[config.mk]
export PLATFORM = sky130hd
export DESIGN_NAME = cap_reload_timer
export DESIGN_NICKNAME = d
export VERILOG_FILES = /design/src/rtl/t2_pkg.sv /design/src/rtl/t2_pin_sampler.sv /design/src/rtl/t2_count_core.sv /design/src/rtl/cap_reload_timer.sv
export SDC_FILE = /design/constraint.sdc
export NUM_CORES = 1
export LEC_CHECK = 0
export ABC_AREA = 1
export BUFFER_PORTS_ARGS = -buffer_cell sky130_fd_sc_hd__buf_2
export CORE_MARGIN = 2
export CORE_UTILIZATION = 61
export DETAILED_ROUTE_END_ITERATION = 12
export MAX_ROUTING_LAYER = met4
export PLACE_DENSITY = 0.81
export RECOVER_POWER = 50
export SLEW_MARGIN = 10
export SYNTH_ARGS = -nofsm -noshare
export SYNTH_HDL_FRONTEND = slang
export SYNTH_SLANG_ARGS = --single-unit
[constraint.sdc]
create_clock -name clk -period 2.57 [get_ports clk]
set_input_delay 0.257 -clock clk [delete_from_list [all_inputs] [get_ports clk]]
set_output_delay 0.257 -clock clk [all_outputs]
set_load 0.01 [all_outputs]
[src/rtl/t2_pkg.sv]
package t2_pkg;
  localparam int BYTE_W = 8;

  typedef enum logic [2:0] {
    SEL_CTRL   = 3'd0,
    SEL_MODE   = 3'd1,
    SEL_CNT_LO = 3'd2,
    SEL_CNT_HI = 3'd3,
    SEL_RLD_LO = 3'd4,
    SEL_RLD_HI = 3'd5
  } reg_sel_e;

  // control bits below the two flags
  typedef struct packed {
    logic rx_baud;
    logic tx_baud;
    logic ext_en;
    logic run;
    logic ct_ext;
    logic cap_sel;
  } ctrl_t;

  typedef struct packed {
    logic out_en;
    logic dn_en;
  } mode_t;
endpackage

[src/rtl/t2_pin_sampler.sv]
module t2_pin_sampler #(
  parameter int N = 2
) (
  input  logic         clk,
  input  logic         rst,
  input  logic         tick,
  input  logic [N-1:0] pins,
  output logic [N-1:0] falls
);
  logic [N-1:0] seen_q;

  for (genvar i = 0; i < N; i++) begin : g_pin
    always_ff @(posedge clk) begin
      if (rst)       seen_q[i] <= 1'b0;
      else if (tick) seen_q[i] <= pins[i];
    end
    assign falls[i] = tick & seen_q[i] & ~pins[i];
  end
endmodule

[src/rtl/t2_count_core.sv]
module t2_count_core #(
  parameter int CNT_W = 16
) (
  input  logic             clk,
  input  logic             rst,
  input  logic             tick,
  input  logic             run,
  input  logic             ct_ext,
  input  logic             cnt_fall,
  input  logic             trig_fall,
  input  logic             trig_lvl,
  input  logic             cap_sel,
  input  logic             ext_en,
  input  logic             dn_en,
  input  logic             baud,
  input  logic             clko,
  input  logic             wr_ctrl,
  input  logic             wr_ovf,
  input  logic             wr_ext,
  input  logic [3:0]       wr_byte_en,
  input  logic [7:0]       wr_byte,
  output logic [CNT_W-1:0] cnt_q,
  output logic [CNT_W-1:0] rld_q,
  output logic             ovf_q,
  output logic             ext_q,
  output logic             baud_q,
  output logic             clko_q
);
  localparam int BW   = t2_pkg::BYTE_W;
  localparam int HI_W = CNT_W - BW;

  logic quiet, capture, updown, step, down, roll, edge_hit;
  logic [CNT_W-1:0] cnt_nxt, rld_nxt;
  logic ovf_nxt, ext_nxt;

  always_comb begin
    quiet    = baud | clko;
    capture  = cap_sel & ~quiet;
    updown   = dn_en & ~capture & ~quiet;
    step     = tick & run & (ct_ext ? cnt_fall : 1'b1);
    down     = updown & ~trig_lvl;
    roll     = step & (down ? (cnt_q == rld_q) : (&cnt_q));
    edge_hit = trig_fall & ext_en & ~updown;

    cnt_nxt = cnt_q;
    if (edge_hit & ~capture & ~quiet) cnt_nxt = rld_q;
    else if (step) begin
      if (down)      cnt_nxt = roll ? '1 : cnt_q - 1'b1;
      else if (roll) cnt_nxt = capture ? '0 : rld_q;
      else           cnt_nxt = cnt_q + 1'b1;
    end
    if (wr_byte_en[0]) cnt_nxt[BW-1:0]    = wr_byte;
    if (wr_byte_en[1]) cnt_nxt[CNT_W-1:BW] = wr_byte[HI_W-1:0];

    rld_nxt = (edge_hit & capture) ? cnt_q : rld_q;
    if (wr_byte_en[2]) rld_nxt[BW-1:0]    = wr_byte;
    if (wr_byte_en[3]) rld_nxt[CNT_W-1:BW] = wr_byte[HI_W-1:0];

    if (wr_ctrl) begin
      ovf_nxt = wr_ovf;
      ext_nxt = wr_ext;
    end else begin
      ovf_nxt = ovf_q | (roll & ~quiet);
      if (edge_hit)            ext_nxt = 1'b1;
      else if (updown & roll)  ext_nxt = ~ext_q;
      else                     ext_nxt = ext_q;
    end
  end

  always_ff @(posedge clk) begin
    if (rst) begin
      cnt_q  <= '0;
      rld_q  <= '0;
      ovf_q  <= 1'b0;
      ext_q  <= 1'b0;
      baud_q <= 1'b0;
      clko_q <= 1'b0;
    end else begin
      cnt_q  <= cnt_nxt;
      rld_q  <= rld_nxt;
      ovf_q  <= ovf_nxt;
      ext_q  <= ext_nxt;
      baud_q <= roll & baud;
      clko_q <= clko_q ^ (roll & clko);
    end
  end
endmodule

[src/rtl/cap_reload_timer.sv]
module cap_reload_timer #(
  parameter int CNT_W = 16
) (
  input  logic       clk,
  input  logic       rst,
  input  logic       tick,
  input  logic       cnt_pin,
  input  logic       trig_pin,
  input  logic       wr_en,
  input  logic [2:0] wr_sel,
  input  logic [7:0] wr_data,
  input  logic [2:0] rd_sel,
  output logic [7:0] rd_data,
  output logic       ovf_flag,
  output logic       ext_flag,
  output logic       baud_pulse,
  output logic       clk_out
);
  import t2_pkg::*;
  localparam int BW   = BYTE_W;
  localparam int HI_W = CNT_W - BW;

  ctrl_t ctrl_q;
  mode_t mode_q;
  logic [CNT_W-1:0] cnt_w, rld_w;
  logic [1:0] falls_w;
  logic baud_w, clko_w, quiet_w;
  logic [3:0] byte_en_w;
  logic wr_ctrl_w;

  assign wr_ctrl_w = wr_en & (wr_sel == SEL_CTRL);
  assign byte_en_w = {wr_en & (wr_sel == SEL_RLD_HI), wr_en & (wr_sel == SEL_RLD_LO),
                      wr_en & (wr_sel == SEL_CNT_HI), wr_en & (wr_sel == SEL_CNT_LO)};
  assign baud_w  = ctrl_q.rx_baud | ctrl_q.tx_baud;
  assign clko_w  = mode_q.out_en & ~ctrl_q.ct_ext & ~baud_w;
  assign quiet_w = baud_w | clko_w;

  always_ff @(posedge clk) begin
    if (rst) begin
      ctrl_q <= '0;
      mode_q <= '0;
    end else if (wr_en) begin
      if (wr_sel == SEL_CTRL) ctrl_q <= wr_data[5:0];
      if (wr_sel == SEL_MODE) mode_q <= wr_data[1:0];
    end
  end

  t2_pin_sampler #(.N(2)) sampler_i (
    .clk   (clk),
    .rst   (rst),
    .tick  (tick),
    .pins  ({trig_pin, cnt_pin}),
    .falls (falls_w)
  );

  t2_count_core #(.CNT_W(CNT_W)) core_i (
    .clk        (clk),
    .rst        (rst),
    .tick       (tick),
    .run        (ctrl_q.run),
    .ct_ext     (ctrl_q.ct_ext),
    .cnt_fall   (falls_w[0]),
    .trig_fall  (falls_w[1]),
    .trig_lvl   (trig_pin),
    .cap_sel    (ctrl_q.cap_sel),
    .ext_en     (ctrl_q.ext_en),
    .dn_en      (mode_q.dn_en),
    .baud       (baud_w),
    .clko       (clko_w),
    .wr_ctrl    (wr_ctrl_w),
    .wr_ovf     (wr_data[7]),
    .wr_ext     (wr_data[6]),
    .wr_byte_en (byte_en_w),
    .wr_byte    (wr_data),
    .cnt_q      (cnt_w),
    .rld_q      (rld_w),
    .ovf_q      (ovf_flag),
    .ext_q      (ext_flag),
    .baud_q     (baud_pulse),
    .clko_q     (clk_out)
  );

  always_ff @(posedge clk) begin
    if (rst) rd_data <= '0;
    else begin
      case (rd_sel)
        SEL_CTRL:   rd_data <= {ovf_flag, ext_flag, ctrl_q};
        SEL_MODE:   rd_data <= {6'b0, mode_q};
        SEL_CNT_LO: rd_data <= cnt_w[BW-1:0];
        SEL_CNT_HI: rd_data <= {{(8-HI_W){1'b0}}, cnt_w[CNT_W-1:BW]};
        SEL_RLD_LO: rd_data <= rld_w[BW-1:0];
        SEL_RLD_HI: rd_data <= {{(8-HI_W){1'b0}}, rld_w[CNT_W-1:BW]};
        default:    rd_data <= '0;
      endcase
    end
  end
endmodule

==> results of run 1 <==
==> critical path: stages, from the launching register on <==
cell,delay [ns]
dfxtp_1,0.50
ha_1,0.26
nand3_2,0.10
inv_2,0.09
nand2_2,0.08
nor2_2,0.13
nor2_1,0.07
nor2_4,0.10
nand2_2,0.18
buf_4,0.25
nand2_1,0.09
o21ai_0,0.08
o21bai_1,0.24
a21oi_1,0.13
==> where the power goes <==
group | switching, uW | total [uW] | internal, uW
Combinational | 243 | 359 | 117
Sequential | 42.1 | 906 | 864
Clock | 291 | 481 | 189
Total | 576 | 1750 | 1170
==> what timing repair did <==
action                     4_1_cts  5_1_grt
gates resized for setup          0        2
setup buffers                    0        1
setup endpoints to repair        0        7
==> cell usage in the layout, fill, tap and decap left out, types with 3 or more instances in the layout <==
| master | instances |
|---|---|
| a211oi_1 | 4 |
| a21oi_1 | 42 |
| a31oi_1 | 19 |
| buf_2 | 17 |
| buf_4 | 11 |
| clkbuf_1 | 16 |
| clkbuf_8 | 5 |
| dfxtp_1 | 53 |
| inv_1 | 69 |
| inv_2 | 6 |
| nand2_1 | 178 |
| nand2_2 | 5 |
| nand3_1 | 20 |
| nand4_1 | 5 |
| nor2_1 | 66 |
| nor2_2 | 3 |
| nor2_4 | 4 |
| nor3_1 | 10 |
| o211ai_1 | 5 |
| o21ai_0 | 62 |
| o21ai_1 | 5 |
| o221ai_1 | 5 |
| o22ai_1 | 22 |
| xnor2_1 | 3 |
| xor2_1 | 17 |
==> area by class of cell <==
| cell class | count | area (um2) |
|---|---|---|
| clock buffers | 5 | 68.8 |
| flip-flops and latches | 54 | 1080 |
| fillers | 591 | 2140 |
| multi-input cells | 488 | 2420 |
| well taps | 77 | 96.3 |
| repair buffers | 44 | 228 |
| inverters | 79 | 305 |
| clock inverters | 2 | 13.8 |
==> per-layer routing <==
layer	part of all wire	GRT usage	routed length, um	vias to the layer above
li1	-	-	-	2178
met4	0.058	0.199	791	0
met2	0.40	0.568	5540	356
met3	0.13	0.0914	1830	62
met5	0	-	0	-
met1	0.41	0.533	5560	2042
==> logic make-up (layout without fill, tap and decap cells) <==
group	Yosys count	in the layout	share of synthesized area
AO/OA/AOI/OAI	168	168	0.238
buffers and inverters	108	130	0.121
flip-flops	54	54	0.271
adder cells (fa/ha/maj)	2	2	0.00628
AND/OR/NAND/NOR	298	298	0.319
XOR/XNOR	20	20	0.0440
==> path summary, 6_finish.rpt <==
path	start	end	slack [ns]	cells after the start
worst min register to register	core_i.clko_q	core_i.clko_q	0.50	2
worst max register to register	core_i.cnt_q[1]	core_i.cnt_q[1]	0.20	13
worst max-delay path	core_i.cnt_q[1]	core_i.cnt_q[1]	0.20	13
worst min-delay path	tick	sampler_i.seen_q[1]	0.18	2
==> sequential cells by signal, summed over array words and instances, names as in the netlist <==
register and flops:
core_i.ovf_q 1, core_i.cnt_q 16, mode_q 2, core_i.clko_q 1, core_i.rld_q 16, ctrl_q 6, rd_data 8, sampler_i.seen_q 2
core_i.ext_q 1, core_i.baud_q 1
==> metrics by stage <==
step / cell area [um2] / util
floorplan: 3990 / -
CTS: 4230 / 0.666
finish: 4210 / 0.663
global placement: 4150 / 0.653
detailed placement: 4150 / 0.653
global route: 4210 / 0.663
==> summary.txt, run 1 <==
Status = complete, no violations
Via count = 4638
Pwr dens = 415 nW/um2
Crit path max fanout = 12
Die W = 84.8 um
Mapped Cells = 650
Die Ht = 84.8 um
Die area = 7200 um2
GRT Total Usage = 0.399
Critical Path AT = 2.62 ns
Worst Skew = 0.00805 ns
Unique cell type count in the Yosys netlist = 39
First-pass GRT wire length = 22000 um
Post-DRT Antenna Nets = 0
Asr flop ratio synth = 0
Seq cells post-synth = 54
Worst Tran Pin Value = 1.16 ns
Hold Violations, Final = 0
Critical Path Start Type = register
Max cap viols = 0
Yosys warnings = 0
Average size of a mapped cell = 6.13 um2
Post-CTS Hold Buffers = 0
# nets final = 694
GR Overflow Total = 0
Clock Tree Buf Depth = 2
Drt drc = 0
Endpoints failing setup = 0
DR iter-0 viols = 595
Final Critical Period = 2.37 ns
Port Buffers = 31
Ys flop type = dfxtp_1
Overall Power = 1750 uW
Largest net degree at the start of global routing = 26
Worst IR Drop VDD = 372 uV
Avg Vias per Cell = 6.19
Pre-CTS setup slack = 0.271 ns
Share of cells above drive strength 1 = 0.0938
Synthesized cell area = 3990 um2
Post-DP HPWL = 10400 um
Site row count = 29
Slew headroom = 0.227
Final setup margin = 0.201 ns
CP Class = register to register
Clk pin slew, worst setup/hold paths = 0.10 ns
Worst EP required = 2.82 ns
Post-synth EDFFs = 0
Drt first pass iters = 6
Tcrit/Tclk final = 0.922
Area share of the largest cell type after synthesis = 0.271
Worst hold path class = input pin to register
Placeable Area = 6350 um2
Initial Utilization = 0.628
Number of global-route vias before repair = 4231
Commonest cells post-synth = 178 x nand2_1, 68 x inv_1, 66 x nor2_1
CTS tree = built
CP endpoint kind = register
CTS Buf Count = 5
GPL Wtd Cong = 1.13
Setup TNS = 0 ns
Area leader, netlist = dfxtp_1
Root Buffer = clkbuf_8
Cell Count, Final, Fillers Out = 749
WL per Instance = 18.3 um
Clock sinks = 54
Worst skew pair latency = 0.31 ns
DP Cell Count = 741
RSZ-0062 raised after global routing = no
Pleak = 0.00176 uW
H-tree depth = 2
I/O pins = 32
Synth top area cells = dfxtp_1 27%, nand2_1 17%, o21ai_0 7.7%
Area growth from synthesis to layout = 5.71%
Final slew viol count = 0
# diodes = 0
Fin Hold WS = 0.181 ns
Synth Net Count = 672
Initial antenna violation count = 0
Most frequent cell after synthesis = nand2_1
Sequential share of the synthesized area = 0.271
Total length of routed wires = 13700 um
Fmax = 422 MHz
Power figures use the tool's default switching activity.
==> run 2, diff against run 1 <==
- ABC_AREA: 1 -> not set
==> run 2 against run 1 <==
  * Area after synthesis decreased by 0.97%
  * Clock skew fell by 0.0030 ns
  * Die area decreased by 0.93%
  * Fmax down 3.4%
  * Count of clock-buffer cells in the layout stayed put
  * Via count fell by 5.5%
  * Synthesized cell count down 19%
  * Critical path type unchanged
  * First-iteration DRC count decreased by 18%
  * Non-clock buffer count increased by 29
  * Worst setup slack got worse by 0.082 ns
  * Cell area up 3.3%
  * Largest cell class unchanged
==> summary.txt, run 2 <==
Drt drc = 0
GRT Total Usage = 0.406
Unique cell type count in the Yosys netlist = 67
Slowest CP cell = or4_4
Area after DPL = 4290 um2
Biggest regs = core_i.cnt_q x16, core_i.rld_q x16, rd_data x8
Worst R2R Setup Slack = 0.12 ns
Average size of a mapped cell = 7.47 um2
Worst r2r path cells = 8
Area share of the largest cell type after synthesis = 0.274
Reg2reg start = core_i.cnt_q[8]
Mux cell area share after synthesis = 0.0564
Largest stage delay on the critical path = 0.54 ns
Gr busiest metal = met2
Critical Path AT = 2.64 ns
Status = complete, no violations
Setup TNS = 0 ns
Die area = 7130 um2
Most frequent cell after synthesis = nor2_1
Mapped Cells = 528
CP endpoint kind = register
I/O pins = 32
Placeable Area = 6310 um2
Worst hold path class = input pin to register
Commonest cells post-synth = 66 x nor2_1, 54 x dfxtp_1, 48 x nand2_1
Site row count = 29
Max cap viols = 0
Total length of routed wires = 14000 um
Number of global-route vias before repair = 4072
Root Buffer = clkbuf_8
M2 GR Usage = 0.626
Largest net degree at the start of global routing = 51
GR Util met1 = 0.547
Worst path cell trace = buf_4 > or4_4 > or3_1 > nor3_2 > xnor2_1 > nand2_1 > a31oi_1 > o32ai_1
Worst IR Drop VDD = 271 uV
Worst Hold End = sampler_i.seen_q[0]
H-tree depth = 2
Delay-heaviest family, CP = simple AND/OR/NAND/NOR gates
Seq cells post-synth = 54
Pwr dens = 404 nW/um2
Finished Cell Area = 4350 um2
Slew headroom = 0.441
Synthesized cell area = 3950 um2
Synth top area cells = dfxtp_1 27%, nor2_1 6.3%, xor2_1 6.0%
Initial antenna violation count = 0
Tcrit/Tclk final = 0.954
WL per Instance = 21.9 um
Die Ht = 84.4 um
Worst Tran Pin Value = 0.836 ns
Worst EP required = 2.76 ns
Most frequent cells in the layout = 66 x nor2_1, 54 x dfxtp_1, 48 x nand2_1
Asr flop ratio synth = 0
Adder-Cell Fraction of Synth Area = 0.00634
Post-synthesis xor/xnor area fraction = 0.0821
Clock Tree Buf Depth = 2
Synth Area in Compound Gates = 0.233
Post-CTS Hold Buffers = 0
Final setup margin = 0.119 ns
Pre-CTS setup slack = 0.161 ns
Drt first pass iters = 6
Filler instances = 575
Hold path depth = 3
Fin util = 0.689
GPL Wtd Cong = 0.995
Port Buffers = 31
GR Overflow Total = 0
Final Critical Period = 2.45 ns
DR iter-0 viols = 490
Hold Violations, Final = 0
Via count = 4381
Worst Skew = 0.00504 ns
RSZ-0062 raised after global routing = no
Die W = 84.4 um
Synth Net Count = 550
Crit path max fanout = 8
Main combinational cell family by area after synthesis = simple AND/OR/NAND/NOR gates
CP Class = register to register
Worst skew pair latency = 0.32 ns
Avg Vias per Cell = 6.87
Critical Path Start Type = register
CTS Buf Count = 5
Ys flop type = dfxtp_1
Post-DP HPWL = 10400 um
Synth Area in Simple Gates = 0.284
Post-DRT Antenna Nets = 0
Worst R2R End = core_i.cnt_q[15]
Share of cells above drive strength 1 = 0.148
Area growth from synthesis to layout = 10.3%
Clock sinks = 54
Endpoints failing setup = 0
Overall Power = 1760 uW
Setup bufs post-CTS = 0
# diodes = 0
First-pass GRT wire length = 22100 um
Fmax = 408 MHz
Area leader, netlist = dfxtp_1
Crit path buffers/inverters = 1
Post-synth EDFFs = 0
Final slew viol count = 0
CTS tree = built
Pleak = 0.00176 uW
Yosys warnings = 0
Initial Utilization = 0.625
Cts repair resizes = 0
Min-delay src = cnt_pin
Clk pin slew, worst setup/hold paths = 0.11 ns
Grt met3 use = 0.0541
# nets final = 582
Commonest non-fill, non-tap cell in the layout = nor2_1
Sequential share of the synthesized area = 0.274
## run 2: worst max path at each step
stage | from | slack (ns) | depth (start not counted) | end
3_3_place_gp | core_i.cnt_q[8] | 0.18 | 8 | core_i.cnt_q[15]
4_1_cts | core_i.cnt_q[8] | 0.14 | 8 | core_i.cnt_q[15]
6_report | core_i.cnt_q[8] | 0.12 | 8 | core_i.cnt_q[15]
3_5_place_dp | core_i.cnt_q[8] | 0.16 | 8 | core_i.cnt_q[15]
2_1_floorplan | core_i.cnt_q[0] | 0.38 | 10 | core_i.cnt_q[10]
5_1_grt | core_i.cnt_q[8] | 0.03 | 8 | core_i.cnt_q[15]
## run 2: routing by layer
layer	share of wire	wire length, um	vias to the layer above
met5	0	0	-
met4	0.041	571	0
met3	0.11	1530	63
met2	0.45	6340	314
met1	0.40	5540	2020
li1	-	-	1984
## run 2: final cells by class
cell class	count	area, um2	share of cell area
multi-input cells	419	2610	0.600
well taps	77	96.3	0.0221
inverters	7	26.3	0.00604
repair buffers	73	438	0.101
clock inverters	3	28.8	0.00661
flip-flops and latches	54	1080	0.248
clock buffers	5	68.8	0.0158
## run 2: stage by stage
step                      cells  hold WS, ns
after floorplan             528        0.393
after global placement      630        0.473
after detailed placement    630        0.482
after CTS                   638        0.189
after global routing        638        0.204
final                       638        0.196
## run 2: worst reg2reg max path, stage by stage (launching register included)
cell     delay, ns
dfxtp_1       0.42
buf_4         0.21
or4_4         0.54
or3_1         0.36
nor3_2        0.19
xnor2_1       0.15
nand2_1       0.08
a31oi_1       0.25
o32ai_1       0.13
## run 2: report_power, final
part	internal, uW	switching (uW)	total (uW)
Clock	205	329	534
Sequential	864	32.3	896
Combinational	127	201	328
## run 2: cell families (layout without fill, tap and decap cells)
| logic type | Yosys count | count (layout) |
|---|---|---|
| AND/OR/NAND/NOR | 220 | 220 |
| flip-flops | 54 | 54 |
| XOR/XNOR | 37 | 37 |
| buffers and inverters | 55 | 88 |
| adder cells (fa/ha/maj) | 2 | 2 |
| multiplexers | 22 | 22 |
| AO/OA/AOI/OAI | 138 | 138 |
==> run 3, diff against run 2 <==
- SETUP_SLACK_MARGIN: not set -> 0.4
- SYNTH_HIERARCHICAL: not set -> 1
==> run 3 against run 2 <==
  * Area after synthesis increased by 5.8%
  * The run now ends with capacitance limit, slew limit left
  * Worst hold slack improved by 0.037 ns
  * Register-to-register slack improved by 0.05 ns
  * Flip-flop and latch count unchanged
  * Wire length increased by 18%
  * Combinational power increased by 2%
  * Synthesized cell count increased by 2.5%
  * Sequential power decreased by 3.2%
==> summary.txt, run 3 <==
Status = complete, but fails checks
Failing checks = capacitance limit, slew limit
Asr flop ratio synth = 0
Final setup margin = 0.172 ns
Sw Ratio = 0.303
Pre-CTS setup slack = 0.139 ns
Via count = 5044
Area share of the largest cell type after synthesis = 0.259
First-pass GRT wire length = 24400 um
Worst r2r path cells = 11
Critical Path Start Type = register
Share of cells above drive strength 1 = 0.285
Worst hold path class = input pin to register
CP Class = register to register
Clock sinks = 54
Root Buffer = clkbuf_8
Final slew viol count = 33
Post-CTS Hold Buffers = 0
Placeable Area = 6720 um2
Post-synth EDFFs = 0
Average size of a mapped cell = 7.72 um2
Internal power = 1270 uW
Drt first pass iters = 7
Most frequent cells in the layout = 78 x nor2_1, 62 x buf_4, 49 x dfxtp_1
Post-DRT Antenna Nets = 0
Pwr dens = 355 nW/um2
Critical Path AT = 2.62 ns
Biggest regs = core_i/cnt_q x16, core_i/rld_q x16, rd_data x8
Crit path max fanout = 6
Area leader, netlist = dfxtp_1
Avg Vias per Cell = 7.35
Commonest non-fill, non-tap cell in the layout = nor2_1
H-tree depth = 2
Filler instances = 484
Initial antenna violation count = 0
Power share of the clock group = 0.343
Worst skew pair latency = 0.32 ns
Commonest cells post-synth = 81 x nor2_1, 54 x dfxtp_1, 48 x a21oi_1
# nets final = 627
Yosys warnings = 6
CP endpoint kind = register
RSZ-0062 raised after global routing = yes
Worst EP required = 2.79 ns
Total length of routed wires = 16400 um
Worst Tran Pin Value = 1.73 ns
Net Sw Power = 555 uW
GR Overflow Total = 0
Largest net degree at the start of global routing = 33
Mapped Cells = 541
Initial Utilization = 0.621
Die W = 86.7 um
Comb pwr share = 0.183
Clk pin slew, worst setup/hold paths = 0.11 ns
Most frequent cell after synthesis = nor2_1
Ys flop type = dfxtp_1
GPL Wtd Cong = 1.10
Setup TNS = 0 ns
Hold Violations, Final = 0
Post-DP HPWL = 10800 um
Pleak = 0.00203 uW
Fmax = 417 MHz
Synth Net Count = 563
Site row count = 30
Flop pwr share = 0.474
Port Buffers = 31
Hold path depth = 3
Slew headroom = -0.155
Max cap viols = 1
Endpoints failing setup = 0
Sequential share of the synthesized area = 0.259
GRT Total Usage = 0.434
Synthesized cell area = 4170 um2
Final Critical Period = 2.40 ns
Seq cells post-synth = 54
Clock Tree Buf Depth = 2
Drt drc = 0
CTS Buf Count = 5
I/O pins = 32
Number of global-route vias before repair = 4550
Worst IR Drop VDD = 284 uV
Tcrit/Tclk final = 0.933
Area growth from synthesis to layout = 23.2%
WL per Instance = 24.0 um
Worst Skew = 0.00797 ns
Die area = 7520 um2
# diodes = 0
CTS tree = built
Unique cell type count in the Yosys netlist = 72
Die Ht = 86.7 um
DR iter-0 viols = 590
Synth top area cells = dfxtp_1 26%, nor2_1 7.3%, mux2i_1 7.0%
run 3: final timing paths:
kind / startpoint / to / slack (ns)
setup / recovery: ctrl_q[4] / core_i/cnt_q[15] / 0.17
hold / removal: cnt_pin / sampler_i/seen_q[0] / 0.23
setup reg to reg: ctrl_q[4] / core_i/cnt_q[15] / 0.17
hold reg to reg: sampler_i/seen_q[1] / sampler_i/seen_q[1] / 0.54
run 3: cells by family after synthesis:
| family | share of synthesized area |
|---|---|
| simple gates | 0.276 |
| compound gates | 0.217 |
| buf+inv | 0.0662 |
| flops | 0.259 |
| mux | 0.105 |
| xor+xnor | 0.0713 |
| fa+ha+maj | 0.00599 |
run 3: critical path: stages, from the launching register on:
cell      delay [ns]
dfxtp_2         0.35
or2_4           0.17
nor3b_4         0.07
or4b_4          0.60
nor2_4          0.21
buf_8           0.16
buf_6           0.10
buf_4           0.12
o311ai_4        0.09
o41ai_2         0.06
a311oi_1        0.08
a211oi_1        0.28
run 3: metal layers:
metal	vias to the layer above	part of all wire	GRT usage	wire (um)
met5	-	0	-	0
met4	0	0.066	0.233	1090
met3	134	0.15	0.110	2500
met2	535	0.43	0.641	7100
met1	2260	0.35	0.543	5760
li1	2115	-	-	-
run 3: area by class of cell:
type                       count  area, um2  share of cell area
timing repair buffer         103        732               0.142
clock inverter                 3       47.5             0.00924
clock buffer                   5       68.8              0.0134
inverter                      10       37.5             0.00730
multi-input combinational    431       3070               0.597
tap                           80        100              0.0195
sequential                    54       1090               0.211
run 3: per-stage QoR:
step | std cells | cell area, um2 | hold WS (ns) | utilization | total power, uW
after floorplan | 541 | 4220 | 0.329 | - | 1070
after global placement | 657 | 4620 | 0.469 | 0.688 | 1160
after detailed placement | 657 | 4620 | 0.485 | 0.688 | 1170
after CTS | 680 | 4930 | 0.198 | 0.734 | 1780
after global routing | 686 | 5140 | 0.258 | 0.766 | 1860
final | 686 | 5140 | 0.232 | 0.766 | 1830
run 3: timing repair:
action,CTS,global route
buffers inserted,14,5
gates resized for setup,19,46
setup endpoints to repair,22,28
cloned,1,1
pin swaps,9,17
run 3: power by group through the flow:
| stage | Sequential, uW | Combinational, uW | Clock (uW) |
|---|---|---|---|
| 2_1_floorplan | 879 | 191 | 0 |
| 3_3_place_gp | 884 | 280 | 0 |
| 3_5_place_dp | 885 | 285 | 0 |
| 4_1_cts | 866 | 300 | 615 |
| 5_1_grt | 869 | 348 | 645 |
| 6_report | 867 | 334 | 627 |
